===== src/rtl/pcsm_pkg.sv =====
package pcsm_pkg;

    typedef enum logic [3:0] {
        PS_OFF        = 4'd0,
        PS_STARTING   = 4'd1,
        PS_STOPPING   = 4'd2,
        PS_FAULT_STOP = 4'd3,
        PS_FAULT_OFF  = 4'd4,
        PS_SLOW_ABORT = 4'd5,
        PS_STANDBY    = 4'd6,
        PS_IDLE       = 4'd7,
        PS_ARMED      = 4'd8,
        PS_RUNNING    = 4'd9,
        PS_TO_CYCLE   = 4'd10,
        PS_CYCLING    = 4'd11,
        PS_POLARITY   = 4'd12
    } pc_state_e;

    typedef enum logic [3:0] {
        CMD_NONE  = 4'd0,
        CMD_ON    = 4'd1,
        CMD_OFF   = 4'd2,
        CMD_STBY  = 4'd3,
        CMD_ABORT = 4'd4,
        CMD_ARM   = 4'd5,
        CMD_RUN   = 4'd6,
        CMD_CYCLE = 4'd7,
        CMD_RESET = 4'd8,
        CMD_FLIP  = 4'd9
    } pc_cmd_e;

    typedef enum logic [1:0] {
        SB_HOLD_MIN = 2'd0,
        SB_BLOCK    = 2'd1,
        SB_OPEN     = 2'd2,
        SB_GROUND   = 2'd3
    } sb_mode_e;

    typedef struct packed {
        pc_state_e state;
        logic      reject;
    } ctl_regs_t;

    function automatic logic is_powered(pc_state_e s);
        return (s == PS_STARTING) || (s >= PS_SLOW_ABORT && s <= PS_POLARITY);
    endfunction

endpackage


===== src/rtl/pcsm_start_timer.sv =====
module pcsm_start_timer #(
    parameter int LIMIT = 1000
) (
    input  logic clk,
    input  logic rst,
    input  logic active,
    input  logic ready,
    output logic expired
);
    localparam int CW = $clog2(LIMIT + 1);
    localparam logic [CW-1:0] LAST = CW'(LIMIT - 1);

    logic [CW-1:0] cnt_d, cnt_q;

    always_comb begin
        cnt_d   = '0;
        if (active) begin
            cnt_d = (cnt_q == LAST) ? cnt_q : cnt_q + 1'b1;
        end
        expired = active && (cnt_q == LAST) && !ready;
    end

    always_ff @(posedge clk) begin
        if (rst) cnt_q <= '0;
        else     cnt_q <= cnt_d;
    end

    // the counter never runs outside the starting phase
    a_r10_idle_counter: assert property (@(posedge clk) disable iff (rst)
        !active |=> (cnt_q == '0));

endmodule


===== src/rtl/pcsm_fault_latch.sv =====
module pcsm_fault_latch #(
    parameter int WIDTH = 16
) (
    input  logic             clk,
    input  logic             rst,
    input  logic [WIDTH-1:0] live,
    input  logic             clr,
    output logic [WIDTH-1:0] latched
);
    logic [WIDTH-1:0] latch_d, latch_q;

    always_comb begin
        latch_d = clr ? '0 : (latch_q | live);
    end

    always_ff @(posedge clk) begin
        if (rst) latch_q <= '0;
        else     latch_q <= latch_d;
    end

    assign latched = latch_q;

    a_r5_sticky_bits: assert property (@(posedge clk) disable iff (rst)
        !clr |=> ((latch_q & $past(latch_q)) == $past(latch_q)));

    a_r5_captures_live: assert property (@(posedge clk) disable iff (rst)
        !clr |=> ((latch_q & $past(live)) == $past(live)));

endmodule


===== src/rtl/pcsm_out_decode.sv =====
module pcsm_out_decode
    import pcsm_pkg::*;
(
    input  pc_state_e  state,
    input  logic [1:0] mode,
    output logic       pwr_enable,
    output logic       fire_block,
    output logic       ref_hold_min,
    output logic       circuit_open,
    output logic       circuit_ground,
    output logic       ramp_down_req
);
    logic in_stby;

    always_comb begin
        in_stby        = (state == PS_STANDBY);
        pwr_enable     = is_powered(state);
        ref_hold_min   = in_stby && (mode == SB_HOLD_MIN);
        circuit_open   = in_stby && (mode == SB_OPEN);
        circuit_ground = in_stby && (mode == SB_GROUND);
        fire_block     = !pwr_enable || (in_stby && (mode != SB_HOLD_MIN));
        ramp_down_req  = (state == PS_SLOW_ABORT);
    end

endmodule


===== src/rtl/pc_supervisor.sv =====
module pc_supervisor
    import pcsm_pkg::*;
#(
    parameter int FAULT_W      = 16,
    parameter int START_CYCLES = 1000
) (
    input  logic               clk,
    input  logic               rst,
    input  logic               cmd_valid,
    input  logic [3:0]         cmd_code,
    input  logic [FAULT_W-1:0] fault_in,
    input  logic               pwr_running,
    input  logic               pwr_discharged,
    input  logic               pwr_ready,
    input  logic               ref_at_min,
    input  logic               func_end,
    input  logic [1:0]         standby_mode,
    output logic [3:0]         state_code,
    output logic               pwr_enable,
    output logic               fire_block,
    output logic               ref_hold_min,
    output logic               circuit_open,
    output logic               circuit_ground,
    output logic               ramp_down_req,
    output logic [FAULT_W-1:0] fault_latch,
    output logic               cmd_reject
);
    localparam int TMO_BIT = FAULT_W - 1;

    ctl_regs_t          d, q;
    logic               tmo_hit;
    logic [FAULT_W-1:0] live;
    logic               acc, clr;
    logic c_on, c_off, c_stby, c_abort, c_arm, c_run, c_cycle, c_reset, c_flip;

    assign c_on    = cmd_valid && (cmd_code == CMD_ON);
    assign c_off   = cmd_valid && (cmd_code == CMD_OFF);
    assign c_stby  = cmd_valid && (cmd_code == CMD_STBY);
    assign c_abort = cmd_valid && (cmd_code == CMD_ABORT);
    assign c_arm   = cmd_valid && (cmd_code == CMD_ARM);
    assign c_run   = cmd_valid && (cmd_code == CMD_RUN);
    assign c_cycle = cmd_valid && (cmd_code == CMD_CYCLE);
    assign c_reset = cmd_valid && (cmd_code == CMD_RESET);
    assign c_flip  = cmd_valid && (cmd_code == CMD_FLIP);

    pcsm_start_timer #(.LIMIT(START_CYCLES)) u_timer (
        .clk     (clk),
        .rst     (rst),
        .active  (q.state == PS_STARTING),
        .ready   (pwr_ready),
        .expired (tmo_hit)
    );

    always_comb begin
        live          = fault_in;
        live[TMO_BIT] = fault_in[TMO_BIT] | tmo_hit;
    end

    always_comb begin
        d        = q;
        d.reject = 1'b0;
        acc      = 1'b0;
        clr      = 1'b0;
        if (q.state != PS_FAULT_STOP && q.state != PS_FAULT_OFF && (|live)) begin
            d.state = pwr_running ? PS_FAULT_STOP : PS_FAULT_OFF;
        end else begin
            case (q.state)
                PS_OFF: begin
                    if (c_on) begin d.state = PS_STARTING; acc = 1'b1; end
                end
                PS_STARTING: begin
                    if (c_off) begin d.state = PS_STOPPING; acc = 1'b1; end
                    else if (pwr_ready) d.state = PS_IDLE;
                end
                PS_STOPPING: begin
                    if (pwr_discharged) d.state = PS_OFF;
                end
                PS_FAULT_STOP: begin
                    if (pwr_discharged) d.state = PS_FAULT_OFF;
                end
                PS_FAULT_OFF: begin
                    if (c_reset && (fault_in == '0)) begin
                        d.state = PS_OFF; acc = 1'b1; clr = 1'b1;
                    end
                end
                PS_SLOW_ABORT, PS_STANDBY, PS_IDLE, PS_ARMED, PS_RUNNING,
                PS_TO_CYCLE, PS_CYCLING, PS_POLARITY: begin
                    if (c_off) begin
                        d.state = PS_STOPPING; acc = 1'b1;
                    end else if (c_abort && q.state != PS_SLOW_ABORT) begin
                        d.state = PS_SLOW_ABORT; acc = 1'b1;
                    end else begin
                        case (q.state)
                            PS_SLOW_ABORT: if (ref_at_min) d.state = PS_STOPPING;
                            PS_STANDBY:    if (c_on) begin d.state = PS_IDLE; acc = 1'b1; end
                            PS_IDLE: begin
                                if (c_arm)        begin d.state = PS_ARMED;    acc = 1'b1; end
                                else if (c_cycle) begin d.state = PS_TO_CYCLE; acc = 1'b1; end
                                else if (c_stby)  begin d.state = PS_STANDBY;  acc = 1'b1; end
                            end
                            PS_ARMED: begin
                                if (c_run)       begin d.state = PS_RUNNING; acc = 1'b1; end
                                else if (c_stby) begin d.state = PS_STANDBY; acc = 1'b1; end
                            end
                            PS_RUNNING:  if (func_end) d.state = PS_IDLE;
                            PS_TO_CYCLE: if (ref_at_min) d.state = PS_CYCLING;
                            PS_CYCLING: begin
                                if (c_flip)      begin d.state = PS_POLARITY; acc = 1'b1; end
                                else if (c_stby) begin d.state = PS_STANDBY;  acc = 1'b1; end
                            end
                            PS_POLARITY: if (ref_at_min) d.state = PS_CYCLING;
                            default: d.state = q.state;
                        endcase
                    end
                end
                default: d.state = PS_OFF;
            endcase
            d.reject = cmd_valid && !acc;
        end
    end

    always_ff @(posedge clk) begin
        if (rst) begin
            q.state  <= PS_OFF;
            q.reject <= 1'b0;
        end else begin
            q <= d;
        end
    end

    pcsm_fault_latch #(.WIDTH(FAULT_W)) u_latch (
        .clk     (clk),
        .rst     (rst),
        .live    (live),
        .clr     (clr),
        .latched (fault_latch)
    );

    pcsm_out_decode u_dec (
        .state          (q.state),
        .mode           (standby_mode),
        .pwr_enable     (pwr_enable),
        .fire_block     (fire_block),
        .ref_hold_min   (ref_hold_min),
        .circuit_open   (circuit_open),
        .circuit_ground (circuit_ground),
        .ramp_down_req  (ramp_down_req)
    );

    assign state_code = q.state;
    assign cmd_reject = q.reject;

    a_r2_fault_running_stop: assert property (@(posedge clk) disable iff (rst)
        (q.state != PS_FAULT_STOP && q.state != PS_FAULT_OFF && (fault_in != '0) && pwr_running)
        |=> (state_code == 4'd3 && !pwr_enable));

    a_r3_wait_discharge: assert property (@(posedge clk) disable iff (rst)
        (q.state == PS_FAULT_STOP && !pwr_discharged) |=> (state_code == 4'd3));

    a_r4_no_start_from_fault: assert property (@(posedge clk) disable iff (rst)
        (q.state == PS_FAULT_OFF) |=> (state_code == 4'd4 || state_code == 4'd0));

    a_r5_reset_needs_clear: assert property (@(posedge clk) disable iff (rst)
        (q.state == PS_FAULT_OFF && fault_in != '0) |=> (state_code == 4'd4));

    a_r6_abort_holds: assert property (@(posedge clk) disable iff (rst)
        (q.state == PS_SLOW_ABORT && !ref_at_min && fault_in == '0 && !c_off)
        |=> (state_code == 4'd5 && ramp_down_req));

    a_r11_on_in_fault_rejected: assert property (@(posedge clk) disable iff (rst)
        (q.state == PS_FAULT_OFF && c_on) |=> cmd_reject);

endmodule


===== config.mk =====
export PLATFORM = sky130hd
export DESIGN_NAME = pc_supervisor
export DESIGN_NICKNAME = d
export VERILOG_FILES = /design/src/rtl/pcsm_pkg.sv /design/src/rtl/pcsm_start_timer.sv /design/src/rtl/pcsm_fault_latch.sv /design/src/rtl/pcsm_out_decode.sv /design/src/rtl/pc_supervisor.sv
export SDC_FILE = /design/constraint.sdc
export NUM_CORES = 1
export LEC_CHECK = 0
export BUFFER_PORTS_ARGS = -buffer_cell sky130_fd_sc_hd__buf_2
export CAP_MARGIN = 20
export CORE_UTILIZATION = 36
export DETAILED_ROUTE_END_ITERATION = 7
export PLACE_DENSITY_LB_ADDON = 0.1
export SYNTH_ARGS = -nofsm -noshare
export SYNTH_HDL_FRONTEND = slang
export SYNTH_SLANG_ARGS = --single-unit
export TNS_END_PERCENT = 50

===== constraint.sdc =====
create_clock -name clk -period 3.6 [get_ports clk]
set_clock_uncertainty 0.05 [all_clocks]
set_input_delay 0.72 -clock clk [delete_from_list [all_inputs] [get_ports clk]]
set_output_delay 0.72 -clock clk [all_outputs]
set_load 0.02 [all_outputs]

==> reports/metrics.csv <==
stage;metric;value;unit
run_status;run_status;completed;
worst_setup_path;r2r_path_start;state_code[3]$_SDFFE_PP0P_;
placed_design;place_ws;0.757;ns
finish;layout.cells.most_common;sky130_fd_sc_hd__buf_2;
pwr;power.static_leakage;0.924;nW
clock_tree;clk_root_buffer_cell;sky130_fd_sc_hd__clkbuf_8;
worst_setup_path;crit_fanout;22;
global_route;global_route_wire_length_before_repair;8.00;mm
finish;footprint_of_the_multi_input_gates;1190;um^2
clock_tree;cts_tree;done;
pwr;power_per_unit_of_standard_cell_area;571;nW/um^2
sta;period_minus_slack;2.79;ns
placed_design;place_hpwl;3.71;mm
finish;seqCellArea;621;um^2
flow_run;cap_violations;0;
hold_path;hold_path_startpoint;u_latch.latched[11]$_SDFF_PP0_;
clock_tree;later_pin_clock_latency_in_the_skew_report;0.27;ns
global_route;antenna_violations_before_repair;0;
route;detail_route.wirelength;4.89;mm
clock_tree;clock_sink_count;31;
worst_setup_path;cp.required;2.83;ns
synth;synth_seq_cells;31;
worst_setup_path;cp_data_arrival_time;2.02;ns
die;num_io_pins;57;
clock_tree;clock_path_buffers;2;
worst_setup_path;critical_path.slowest_cell;sky130_fd_sc_hd__dfxtp_1;
synth;synth_enable_flop_cells;0;
worst_setup_path;critPathLaunchType;register;
route;routedWlPerCell;13.7;um
global_route;globalRouteTotalUtil;18.6;%
synth;postSynthNetCount;264;
synth;sequential_fraction_of_the_synthesis_area;32.5;%
pwr;peakVddDrop;0.254;mV
finish;layout.nets;316;
synth;async_s_r_ff_share_synth;0;%
global_route;met2_usage;26.1;%
finish;mostFrequentLayoutCells;56 x sky130_fd_sc_hd__buf_2, 31 x sky130_fd_sc_hd__dfxtp_1, 22 x sky130_fd_sc_hd__nor2_1;
clock_tree;cts.clk_slew.worst_paths;0.06;ns
synth;dominantRegCellSynth;sky130_fd_sc_hd__dfxtp_1;
synth;synth_largest_type_area_fraction;32.5;%
clock_tree;post-cts-setup-buffer-count;0;
worst_setup_path;cells_traversed_along_the_worst_timing_path;and2b_1 > nand2_1 > o211ai_1 > nand2_1 > buf_2;
worst_setup_path;crit_family;flip-flops;
hold_path;hold_class;reg -> reg;
sta;setup_viol;0;
clock_tree;holdBufCountCts;0;
finish;layout-area-overhead-vs-synth;22.8;%
worst_setup_path;worst_path_most_repeated_cell;sky130_fd_sc_hd__nand2_1;
global_route;globalRouteMet3Util;5.09;%
route;post-route-drc-count;0;
sta;max_slew_violation_count;0;
synth;synthDominantAreaCellType;sky130_fd_sc_hd__dfxtp_1;
die;core_region_area;5110;um^2
worst_setup_path;worst-r2r-setup-slack;1.09;ns
route;drt-vias-per-instance;5.47;
sta;layout_worst_path_cycle_share;77.5;%
global_route;vias_in_the_first_global_route;1675;
finish;antennaDiodeCount;0;
placed_design;gp_congestion;0.858;
finish;layout-drive-gt1-share;27.3;%
global_route;grt_max_degree;23;
route;drt_iter0_drc;132;
clock_tree;htree_levels;2;
route;num_vias;1947;
route;final_antenna_net_count;0;
die;die-width;74.8;um
synth;leading_cell_types_by_total_area_after_synthesis;sky130_fd_sc_hd__dfxtp_1 33%, sky130_fd_sc_hd__o21a_1 6.3%, sky130_fd_sc_hd__nor2_1 4.3%;
synth;synth.distinct_cells;61;
global_route;global_route.usage.met1;27.9;%
hold_path;hold_path_depth;1;
global_route;grt-busiest-layer;met1;
worst_setup_path;reg2reg_to;state_code[2]$_SDFFE_PP0P_;
die;num_rows;26;
worst_setup_path;rr_worst_depth;7;
worst_setup_path;worstPathBufferInverterCount;1;
sta;worst_pin_slew;0.850;ns
synth;synthesis.area;1910;um^2
sta;hold_violations;0;
worst_setup_path;endpoint_kind;primary output;
sta;maximum_achievable_frequency;358;MHz
synth;avgSynthCellArea;8.19;um^2
sta;setup_repair_after_global_routing_missed_its_margin;no;
die;start_util;37.4;%
placed_design;io_buffers;56;
synth;mapped_cells;233;
route;dr.pass1.iters;4;
global_route;gr-total-overflow;0;
sta;headroom_to_the_max_slew_limit;43.0;%
sta;worst_setup_slack_after_layout;0.809;ns
worst_setup_path;worst_path_largest_cell_delay;0.77;ns
sta;setup-tns-final;0;ns
clock_tree;post_cts_resized;0;
die;dieHeight;74.8;um
die;die_area;5600;um^2
synth;ys_warn_count;0;
hold_path;hold_path_end;u_latch.latched[11]$_SDFF_PP0_;
clock_tree;numCtsBuffers;5;
finish;layout.filler_cells;523;
worst_setup_path;cp_class;reg -> out;
-- registers in the layout, indices dropped and copies added, names as in the netlist --
name             flops
state_code           4
cmd_reject           1
u_latch.latched     16
u_timer.cnt_q       10
-- Yosys cell counts, drive strengths merged, types with 3 or more instances --
cell / count
o211ai: 3
nor3: 9
o22ai: 4
xnor2: 6
a31oi: 7
o21a: 16
a21oi: 12
o21ai: 10
dfxtp: 31
nor4: 9
clkbuf: 7
nor2: 23
xor2: 4
nand3: 7
nand2b: 6
nand2: 19
o31ai: 3
a211oi: 3
nand3b: 3
inv: 3
buf: 8
mux2i: 5
-- metal layers --
layer | part of all wire, % | up-vias
li1 | - | 974
met1 | 48 | 879
met2 | 42 | 88
met3 | 8.9 | 6
met4 | 0.82 | 0
met5 | 0 | -
-- worst max path at each step --
stage / start / endpoint / cells past startpoint
2_1_floorplan: state_code[1]$_SDFFE_PP0P_ / ref_hold_min / 4
3_3_place_gp: cmd_code[2] / state_code[2]$_SDFFE_PP0P_ / 8
3_5_place_dp: fault_in[10] / u_latch.latched[7]$_SDFF_PP0_ / 7
4_1_cts: state_code[3]$_SDFFE_PP0P_ / fire_block / 5
5_1_grt: state_code[3]$_SDFFE_PP0P_ / fire_block / 5
6_report: state_code[3]$_SDFFE_PP0P_ / fire_block / 5
-- worst reg2reg max path, stage by stage, from the launching register on --
cell and delay [ns]:
sky130_fd_sc_hd__dfxtp_1 0.77, sky130_fd_sc_hd__and4bb_2 0.33, sky130_fd_sc_hd__nor3_2 0.34, sky130_fd_sc_hd__a211oi_1 0.11, sky130_fd_sc_hd__o22ai_2 0.19, sky130_fd_sc_hd__o21ai_2 0.12, sky130_fd_sc_hd__or3_1 0.38, sky130_fd_sc_hd__a21oi_1 0.15
-- power by group --
part / internal, mW / switching, mW / leakage, nW
Sequential: 0.375 / 0.0525 / 0.256
Combinational: 0.217 / 0.347 / 0.607
Clock: 0.224 / 0.121 / 0.0612
Total: 0.816 / 0.521 / 0.924
-- metrics by stage --
step	power [mW]	area, um^2	instances	hold WS [ns]	utilization [%]
global placement	0.999	2220	348	0.380	43.6
floorplan	0.853	1910	233	0.399	-
CTS	1.35	2340	356	0.402	45.9
global route	1.43	2340	356	0.422	45.9
finish	1.34	2340	356	0.399	45.9
detailed placement	0.996	2220	348	0.386	43.6
-- cell families (layout without fill, tap and decap cells) --
group                      Yosys count  after routing  share of synthesized area [%]
AOI/OAI and AO/OA                   70             70                           25.5
xor gates and xnor gates            10             10                           4.59
adders and majority gates            1              1                          0.656
buffers and inverters               18             71                           4.85
DFF                                 31             31                           32.5
muxes                                5              5                           2.62
and+or+nand+nor                     98             98                           29.2
-- area by class of cell --
cell class,count,area share [%]
flip-flops and latches,31,26.5
inverters,3,0.481
multi-input cells,184,51.0
well taps,70,3.74
clock buffers,6,3.53
clock inverters,2,1.50
repair buffers,60,13.2
Note: power is estimated with default switching activity, not from simulation.
